$ cat src/rtl/dma_chreg_pkg.sv
package dma_chreg_pkg;

    typedef enum logic [1:0] {
        CH_IDLE  = 2'd0,
        CH_RUN   = 2'd1,
        CH_DRAIN = 2'd2
    } ch_state_t;

    localparam logic [7:0] OFS_FACTOR = 8'h08;
    localparam logic [7:0] OFS_SMODE  = 8'h10;
    localparam logic [7:0] OFS_DMODE  = 8'h14;
    localparam logic [7:0] OFS_SHI    = 8'h18;
    localparam logic [7:0] OFS_DHI    = 8'h1C;
    localparam logic [7:0] OFS_SLO    = 8'h20;
    localparam logic [7:0] OFS_DLO    = 8'h24;
    localparam logic [7:0] OFS_BSIZE  = 8'h28;
    localparam logic [7:0] OFS_BCNT   = 8'h2C;
    localparam logic [7:0] OFS_START  = 8'h30;
    localparam logic [7:0] OFS_ENABLE = 8'h34;
    localparam logic [7:0] OFS_STATUS = 8'h40;
    localparam logic [7:0] OFS_RAW    = 8'h44;
    localparam logic [7:0] OFS_MASKED = 8'h48;

    localparam int FLAG_N    = 2;
    localparam int FLAG_DONE = 0;
    localparam int FLAG_ERR  = 1;

    localparam int MODE_FIX_BIT = 4;
    localparam int MODE_W_LSB   = 24;
    localparam int IVL_LSB      = 16;

endpackage

$ cat src/rtl/dma_chreg_ctrl_fsm.sv
module dma_chreg_ctrl_fsm
    import dma_chreg_pkg::*;
(
    input  logic clk,
    input  logic rst_n,
    input  logic start_wr,
    input  logic start_val,
    input  logic eng_busy,
    input  logic eng_done,
    input  logic eng_err,
    output logic run_req,
    output logic active
);

    ch_state_t st_q;
    ch_state_t st_d;

    always_ff @(posedge clk or negedge rst_n) begin
        if (!rst_n) st_q <= CH_IDLE;
        else        st_q <= st_d;
    end

    always_comb begin
        st_d = st_q;
        unique case (st_q)
            CH_IDLE: begin
                if (start_wr && start_val) st_d = CH_RUN;
            end
            CH_RUN: begin
                if (eng_done || eng_err)         st_d = CH_IDLE;
                else if (start_wr && !start_val) st_d = CH_DRAIN;
            end
            CH_DRAIN: begin
                if (!eng_busy) st_d = CH_IDLE;
            end
            default: st_d = CH_IDLE;
        endcase
    end

    always_comb begin
        run_req = (st_q == CH_RUN);
        active  = (st_q != CH_IDLE);
    end

endmodule

$ cat src/rtl/dma_chreg_flags.sv
module dma_chreg_flags #(
    parameter int N = 2
) (
    input  logic         clk,
    input  logic         rst_n,
    input  logic [N-1:0] set_pulse,
    input  logic         clr_wr,
    input  logic [N-1:0] clr_bits,
    input  logic         en_wr,
    input  logic [N-1:0] en_bits,
    output logic [N-1:0] raw,
    output logic [N-1:0] enable,
    output logic [N-1:0] masked,
    output logic         irq
);

    for (genvar i = 0; i < N; i++) begin : g_flag
        always_ff @(posedge clk or negedge rst_n) begin
            if (!rst_n) raw[i] <= 1'b0;
            else        raw[i] <= set_pulse[i] | (raw[i] & ~(clr_wr & clr_bits[i]));
        end
    end

    always_ff @(posedge clk or negedge rst_n) begin
        if (!rst_n)     enable <= '0;
        else if (en_wr) enable <= en_bits;
    end

    assign masked = raw & enable;
    assign irq    = |masked;

endmodule

$ cat src/rtl/dma_chreg_bank.sv
module dma_chreg_bank
    import dma_chreg_pkg::*;
#(
    parameter int WIN_BYTES = 256,
    parameter int SIZE_W    = 26,
    parameter int CNT_W     = 16,
    parameter int SEL_W     = 6,
    parameter int IVL_W     = 8,
    localparam int OFS_W    = $clog2(WIN_BYTES)
) (
    input  logic              clk,
    input  logic              rst_n,
    input  logic              req_valid,
    input  logic              req_write,
    input  logic [OFS_W-1:0]  req_addr,
    input  logic [31:0]       req_wdata,
    output logic [31:0]       rd_data,
    input  logic              eng_busy,
    input  logic              eng_done,
    input  logic              eng_err,
    output logic [63:0]       src_addr,
    output logic [63:0]       dst_addr,
    output logic [1:0]        src_width,
    output logic [1:0]        dst_width,
    output logic              src_fixed,
    output logic              dst_fixed,
    output logic [SEL_W-1:0]  req_sel,
    output logic [IVL_W-1:0]  interval_clks,
    output logic [SIZE_W-1:0] burst_bytes,
    output logic [CNT_W-1:0]  burst_count,
    output logic              run_req,
    output logic              ch_active,
    output logic              irq
);

    logic [31:0]       s_hi, s_lo, d_hi, d_lo;
    logic [1:0]        s_w, d_w;
    logic              s_fix, d_fix;
    logic [SEL_W-1:0]  sel_q;
    logic [IVL_W-1:0]  ivl_q;
    logic [SIZE_W-1:0] bsz_q;
    logic [CNT_W-1:0]  bcnt_q;
    logic [FLAG_N-1:0] raw_flags, en_flags, msk_flags;

    logic wr_en, rd_en;
    assign wr_en = req_valid && req_write;
    assign rd_en = req_valid && !req_write;

    function automatic logic hit(input logic [OFS_W-1:0] a, input logic [7:0] ofs);
        return a == OFS_W'(ofs);
    endfunction

    always_ff @(posedge clk or negedge rst_n) begin
        if (!rst_n) begin
            s_hi <= '0; s_lo <= '0; d_hi <= '0; d_lo <= '0;
            s_w <= '0; d_w <= '0; s_fix <= 1'b0; d_fix <= 1'b0;
            sel_q <= '0; ivl_q <= '0; bsz_q <= '0; bcnt_q <= '0;
        end else if (wr_en) begin
            if (hit(req_addr, OFS_FACTOR)) begin
                sel_q <= req_wdata[SEL_W-1:0];
                ivl_q <= req_wdata[IVL_LSB +: IVL_W];
            end
            if (hit(req_addr, OFS_SMODE)) begin
                s_w   <= req_wdata[MODE_W_LSB +: 2];
                s_fix <= req_wdata[MODE_FIX_BIT];
            end
            if (hit(req_addr, OFS_DMODE)) begin
                d_w   <= req_wdata[MODE_W_LSB +: 2];
                d_fix <= req_wdata[MODE_FIX_BIT];
            end
            if (hit(req_addr, OFS_SHI))   s_hi   <= req_wdata;
            if (hit(req_addr, OFS_DHI))   d_hi   <= req_wdata;
            if (hit(req_addr, OFS_SLO))   s_lo   <= req_wdata;
            if (hit(req_addr, OFS_DLO))   d_lo   <= req_wdata;
            if (hit(req_addr, OFS_BSIZE)) bsz_q  <= req_wdata[SIZE_W-1:0];
            if (hit(req_addr, OFS_BCNT))  bcnt_q <= req_wdata[CNT_W-1:0];
        end
    end

    dma_chreg_ctrl_fsm u_fsm (
        .clk       (clk),
        .rst_n     (rst_n),
        .start_wr  (wr_en && hit(req_addr, OFS_START)),
        .start_val (req_wdata[0]),
        .eng_busy  (eng_busy),
        .eng_done  (eng_done),
        .eng_err   (eng_err),
        .run_req   (run_req),
        .active    (ch_active)
    );

    logic [FLAG_N-1:0] set_vec;
    always_comb begin
        set_vec            = '0;
        set_vec[FLAG_DONE] = eng_done;
        set_vec[FLAG_ERR]  = eng_err;
    end

    dma_chreg_flags #(.N(FLAG_N)) u_flags (
        .clk       (clk),
        .rst_n     (rst_n),
        .set_pulse (set_vec),
        .clr_wr    (wr_en && hit(req_addr, OFS_RAW)),
        .clr_bits  (req_wdata[FLAG_N-1:0]),
        .en_wr     (wr_en && hit(req_addr, OFS_ENABLE)),
        .en_bits   (req_wdata[FLAG_N-1:0]),
        .raw       (raw_flags),
        .enable    (en_flags),
        .masked    (msk_flags),
        .irq       (irq)
    );

    always_comb begin
        rd_data = '0;
        if (rd_en) begin
            if (hit(req_addr, OFS_FACTOR)) begin
                rd_data[SEL_W-1:0]         = sel_q;
                rd_data[IVL_LSB +: IVL_W]  = ivl_q;
            end
            if (hit(req_addr, OFS_SMODE)) begin
                rd_data[MODE_W_LSB +: 2]   = s_w;
                rd_data[MODE_FIX_BIT]      = s_fix;
            end
            if (hit(req_addr, OFS_DMODE)) begin
                rd_data[MODE_W_LSB +: 2]   = d_w;
                rd_data[MODE_FIX_BIT]      = d_fix;
            end
            if (hit(req_addr, OFS_SHI))    rd_data = s_hi;
            if (hit(req_addr, OFS_DHI))    rd_data = d_hi;
            if (hit(req_addr, OFS_SLO))    rd_data = s_lo;
            if (hit(req_addr, OFS_DLO))    rd_data = d_lo;
            if (hit(req_addr, OFS_BSIZE))  rd_data[SIZE_W-1:0] = bsz_q;
            if (hit(req_addr, OFS_BCNT))   rd_data[CNT_W-1:0]  = bcnt_q;
            if (hit(req_addr, OFS_START))  rd_data[0] = run_req;
            if (hit(req_addr, OFS_ENABLE)) rd_data[FLAG_N-1:0] = en_flags;
            if (hit(req_addr, OFS_STATUS)) rd_data[0] = ch_active;
            if (hit(req_addr, OFS_RAW))    rd_data[FLAG_N-1:0] = raw_flags;
            if (hit(req_addr, OFS_MASKED)) rd_data[FLAG_N-1:0] = msk_flags;
        end
    end

    assign src_addr      = {s_hi, s_lo};
    assign dst_addr      = {d_hi, d_lo};
    assign src_width     = s_w;
    assign dst_width     = d_w;
    assign src_fixed     = s_fix;
    assign dst_fixed     = d_fix;
    assign req_sel       = sel_q;
    assign interval_clks = ivl_q;
    assign burst_bytes   = bsz_q;
    assign burst_count   = bcnt_q;

endmodule

$ cat config.mk
export PLATFORM = sky130hd
export DESIGN_NAME = dma_chreg_bank
export DESIGN_NICKNAME = d
export VERILOG_FILES = /design/src/rtl/dma_chreg_pkg.sv /design/src/rtl/dma_chreg_ctrl_fsm.sv /design/src/rtl/dma_chreg_flags.sv /design/src/rtl/dma_chreg_bank.sv
export SDC_FILE = /design/constraint.sdc
export NUM_CORES = 1
export LEC_CHECK = 0
export ABC_AREA = 1
export BUFFER_PORTS_ARGS = -buffer_cell sky130_fd_sc_hd__buf_4
export CORE_ASPECT_RATIO = 1.2
export CORE_MARGIN = 4
export CORE_UTILIZATION = 56
export CTS_CLUSTER_SIZE = 14
export DETAILED_ROUTE_END_ITERATION = 12
export GPL_ROUTABILITY_DRIVEN = 0
export PLACE_DENSITY_LB_ADDON = 0.05
export SLEW_MARGIN = 20
export SYNTH_ARGS = -nofsm -noshare
export SYNTH_HDL_FRONTEND = slang
export SYNTH_SLANG_ARGS = --single-unit
$ cat constraint.sdc
create_clock -name clk -period 3.2 [get_ports clk]
set_clock_uncertainty 0.05 [all_clocks]
set_input_delay 0.48 -clock clk [delete_from_list [all_inputs] [get_ports clk]]
set_output_delay 0.48 -clock clk [all_outputs]
set_load 0.005 [all_outputs]
==> impl_metrics.csv <==
group,metric,value,unit
timing,finalCritPeriodShare,0.816,
drt,drt_iter0_markers,620,
placement,dp_hpwl,19.2,mm
clock_network,clock_path_buffers,2,
synthesis,ys.flop_type,"dfrtp_1",
floorplanning,fp.dieArea,17800,um2
timing,hold_viol_final,0,
synthesis,netlist_top_cells_count,"nand2_1, dfrtp_1, o21ai_0",
floorplanning,io-pin-count,272,
drt,via_per_inst,5.60,
timing,fin_setup_tns,0,ns
drt,drtPass1Iterations,5,
synthesis,synth_cell_types,34,
timing,setup_viol,0,
timing,timing.fmax,383,MHz
worst_setup_path,r2r-end,"u_fsm.st_q[1]",
drt,route.vias.total,8519,
synthesis,ys.warnings.count,0,
grt,antenna_found_initial,0,
timing,drv_slew,0,
synthesis,synth.top_cells.by_area,"dfrtp_1, nand2_1, o21ai_0",
grt,grt.total_usage,0.320,
worst_setup_path,worstSetupStartpointType,"input port",
synthesis,synth_top_area_frac,0.557,
clock_network,worst_skew_pair.late_latency,0.42,ns
drt,detail-route-antenna-nets,0,
synthesis,synth_area_leader_cell,"dfrtp_1",
run,cap_violations,0,
timing,finalCriticalPeriod,2.61,ns
timing,worstMarginPinSlew,0.743,ns
timing,rsz0062_at_grt,"no",
synthesis,syn-mean-instance-area,8.35,um2
timing,slew_headroom,0.505,
grt,grt_pass1_wl,44.3,mm
worst_setup_path,critical_path_arrival,2.08,ns
clock_network,cts.sinks,196,
drt,drt-total-wl,28.3,mm
synthesis,synth_edf_count,0,
clock_network,cts_tree,"built",
clock_network,root_buffer,"clkbuf_16",
power,p_per_area,437,nW/um2
clock_network,clk_pin_slew_worst_paths,0.06,ns
grt,grt_max_degree,87,
grt,grt_pass1_vias,8259,
finish,antenna_cells,0,
floorplanning,start_util,0.579,
power,irDropWorstVdd,0.000334,V
floorplanning,fp.coreArea,15200,um2
synthesis,netlist_instances,1055,
clock_network,h-tree-depth,4,
clock_network,ctsHoldBuffers,0,
synthesis,syn_area,8800,um2
finish,area_growth,31.4,%
floorplanning,rows,49,
synthesis,syn_nets,1102,
worst_setup_path,worstPathRequired,2.67,ns
worst_setup_path,r2r-start,"u_fsm.st_q[1]",
clock_network,post_cts_buffers,0,
clock_network,cts_resized,0,
drt,wire_per_inst,18.6,um
finish,drive_above_1_share,0.260,
power,p_leak,5.95,nW
synthesis,synthArstFlopShare,1.00,
drt,drc,0,
hold_path,min_path_type,"in -> async",
finish,nets,1352,
placement,io_buffers,271,
floorplanning,die_w,122,um
outcome,status,"finished clean",
worst_setup_path,end_kind,"output pin",
worst_setup_path,r2r_setup_slack,1.95,ns
clock_network,cts_buffers,17,
grt,grt-ovfl-total,0,
synthesis,ys_seq_area_frac,0.557,
synthesis,ys_seq_elements,196,
timing,whs,0.0130,ns
floorplanning,die_h,145,um
worst_setup_path,ff2ff_path_depth,5,
worst_setup_path,cp_max_fo,19,
synthesis,synth.most_common_cell,"nand2_1",
worst_setup_path,path_class,"in -> out",
[flip-flops by register name, summed over array words and instances, names as in the netlist, 6 cells and up]
| name | count |
|---|---|
| s_hi | 32 |
| req_sel | 6 |
| burst_bytes | 26 |
| burst_count | 16 |
| s_lo | 32 |
| interval_clks | 8 |
| d_lo | 32 |
| d_hi | 32 |
[where the power goes]
part	leakage, nW	internal [W]	switching (W)
Clock	0.269	0.00113	0.000903
Sequential	2.71	0.00255	0.0000639
Combinational	2.98	0.000182	0.000224
Total	5.95	0.00386	0.00119
[metrics by stage]
step	std cells	setup WS, ns	cell area (um2)	utilization	power (W)
final	1521	0.590	11600	0.761	0.00505
after global placement	1490	0.624	11000	0.725	0.00306
after detailed placement	1490	0.617	11000	0.725	0.00307
after CTS	1521	0.590	11600	0.761	0.00507
after global routing	1521	0.416	11600	0.761	0.00523
after floorplan	1055	1.20	8800	-	0.00278
[critical path, cell delays in order]
cell and delay (ns):
buf_4 0.12, inv_1 0.10, nand2_1 0.07, nor2_1 0.14, nand2_1 0.12, inv_2 0.31
buf_12 0.23, nand2_1 0.07, a311oi_1 0.28, buf_4 0.16
[metal layers]
metal  vias to the layer above  wire, um  global-route usage
met3                        62      2530              0.0805
met5                         -         0                   0
met2                       391     14000               0.530
met1                      4108     10800               0.403
li1                       3958         -                   -
met4                         0       972               0.120
[cells in the final DEF, fill, tap and decap left out, types with 7 or more instances in the layout]
cell type / n
nand2_1: 352
buf_4: 281
dfrtp_1: 196
o21ai_0: 175
inv_1: 74
o21ai_1: 46
a21oi_1: 41
nand3_1: 23
nor2_1: 19
clkbuf_16: 17
nand4_1: 10
nand2_2: 7
[how the worst max path moves through the flow]
| stage | start | endpoint | slack, ns | cells after the start |
|---|---|---|---|---|
| 4_1_cts | req_addr[5] | rd_data[20] | 0.59 | 12 |
| 6_report | req_addr[5] | rd_data[30] | 0.59 | 10 |
| 2_1_floorplan | req_addr[6] | rd_data[7] | 1.20 | 10 |
| 5_1_grt | req_addr[0] | rd_data[0] | 0.42 | 14 |
| 3_5_place_dp | req_addr[0] | rd_data[31] | 0.62 | 11 |
| 3_3_place_gp | req_addr[0] | rd_data[0] | 0.62 | 14 |
[layout make-up]
cell class	count	area (um2)
Sequential cell	196	4900
Fill cell	1211	3630
Multi-Input combinational cell	722	3310
Timing Repair Buffer	288	2240
Clock buffer	23	478
Inverter	80	303
Tap cell	204	255
Clock inverter	8	77.6
[cell families (layout without fill, tap and decap cells)]
family                 after synthesis  in the layout  synth area share
DFF                                196            196             0.557
AOI/OAI and AO/OA                  291            291             0.174
buffers and inverters              137            399            0.0675
and+or+nand+nor                    431            431             0.202
No activity file was read; power rests on OpenSTA's default activity.
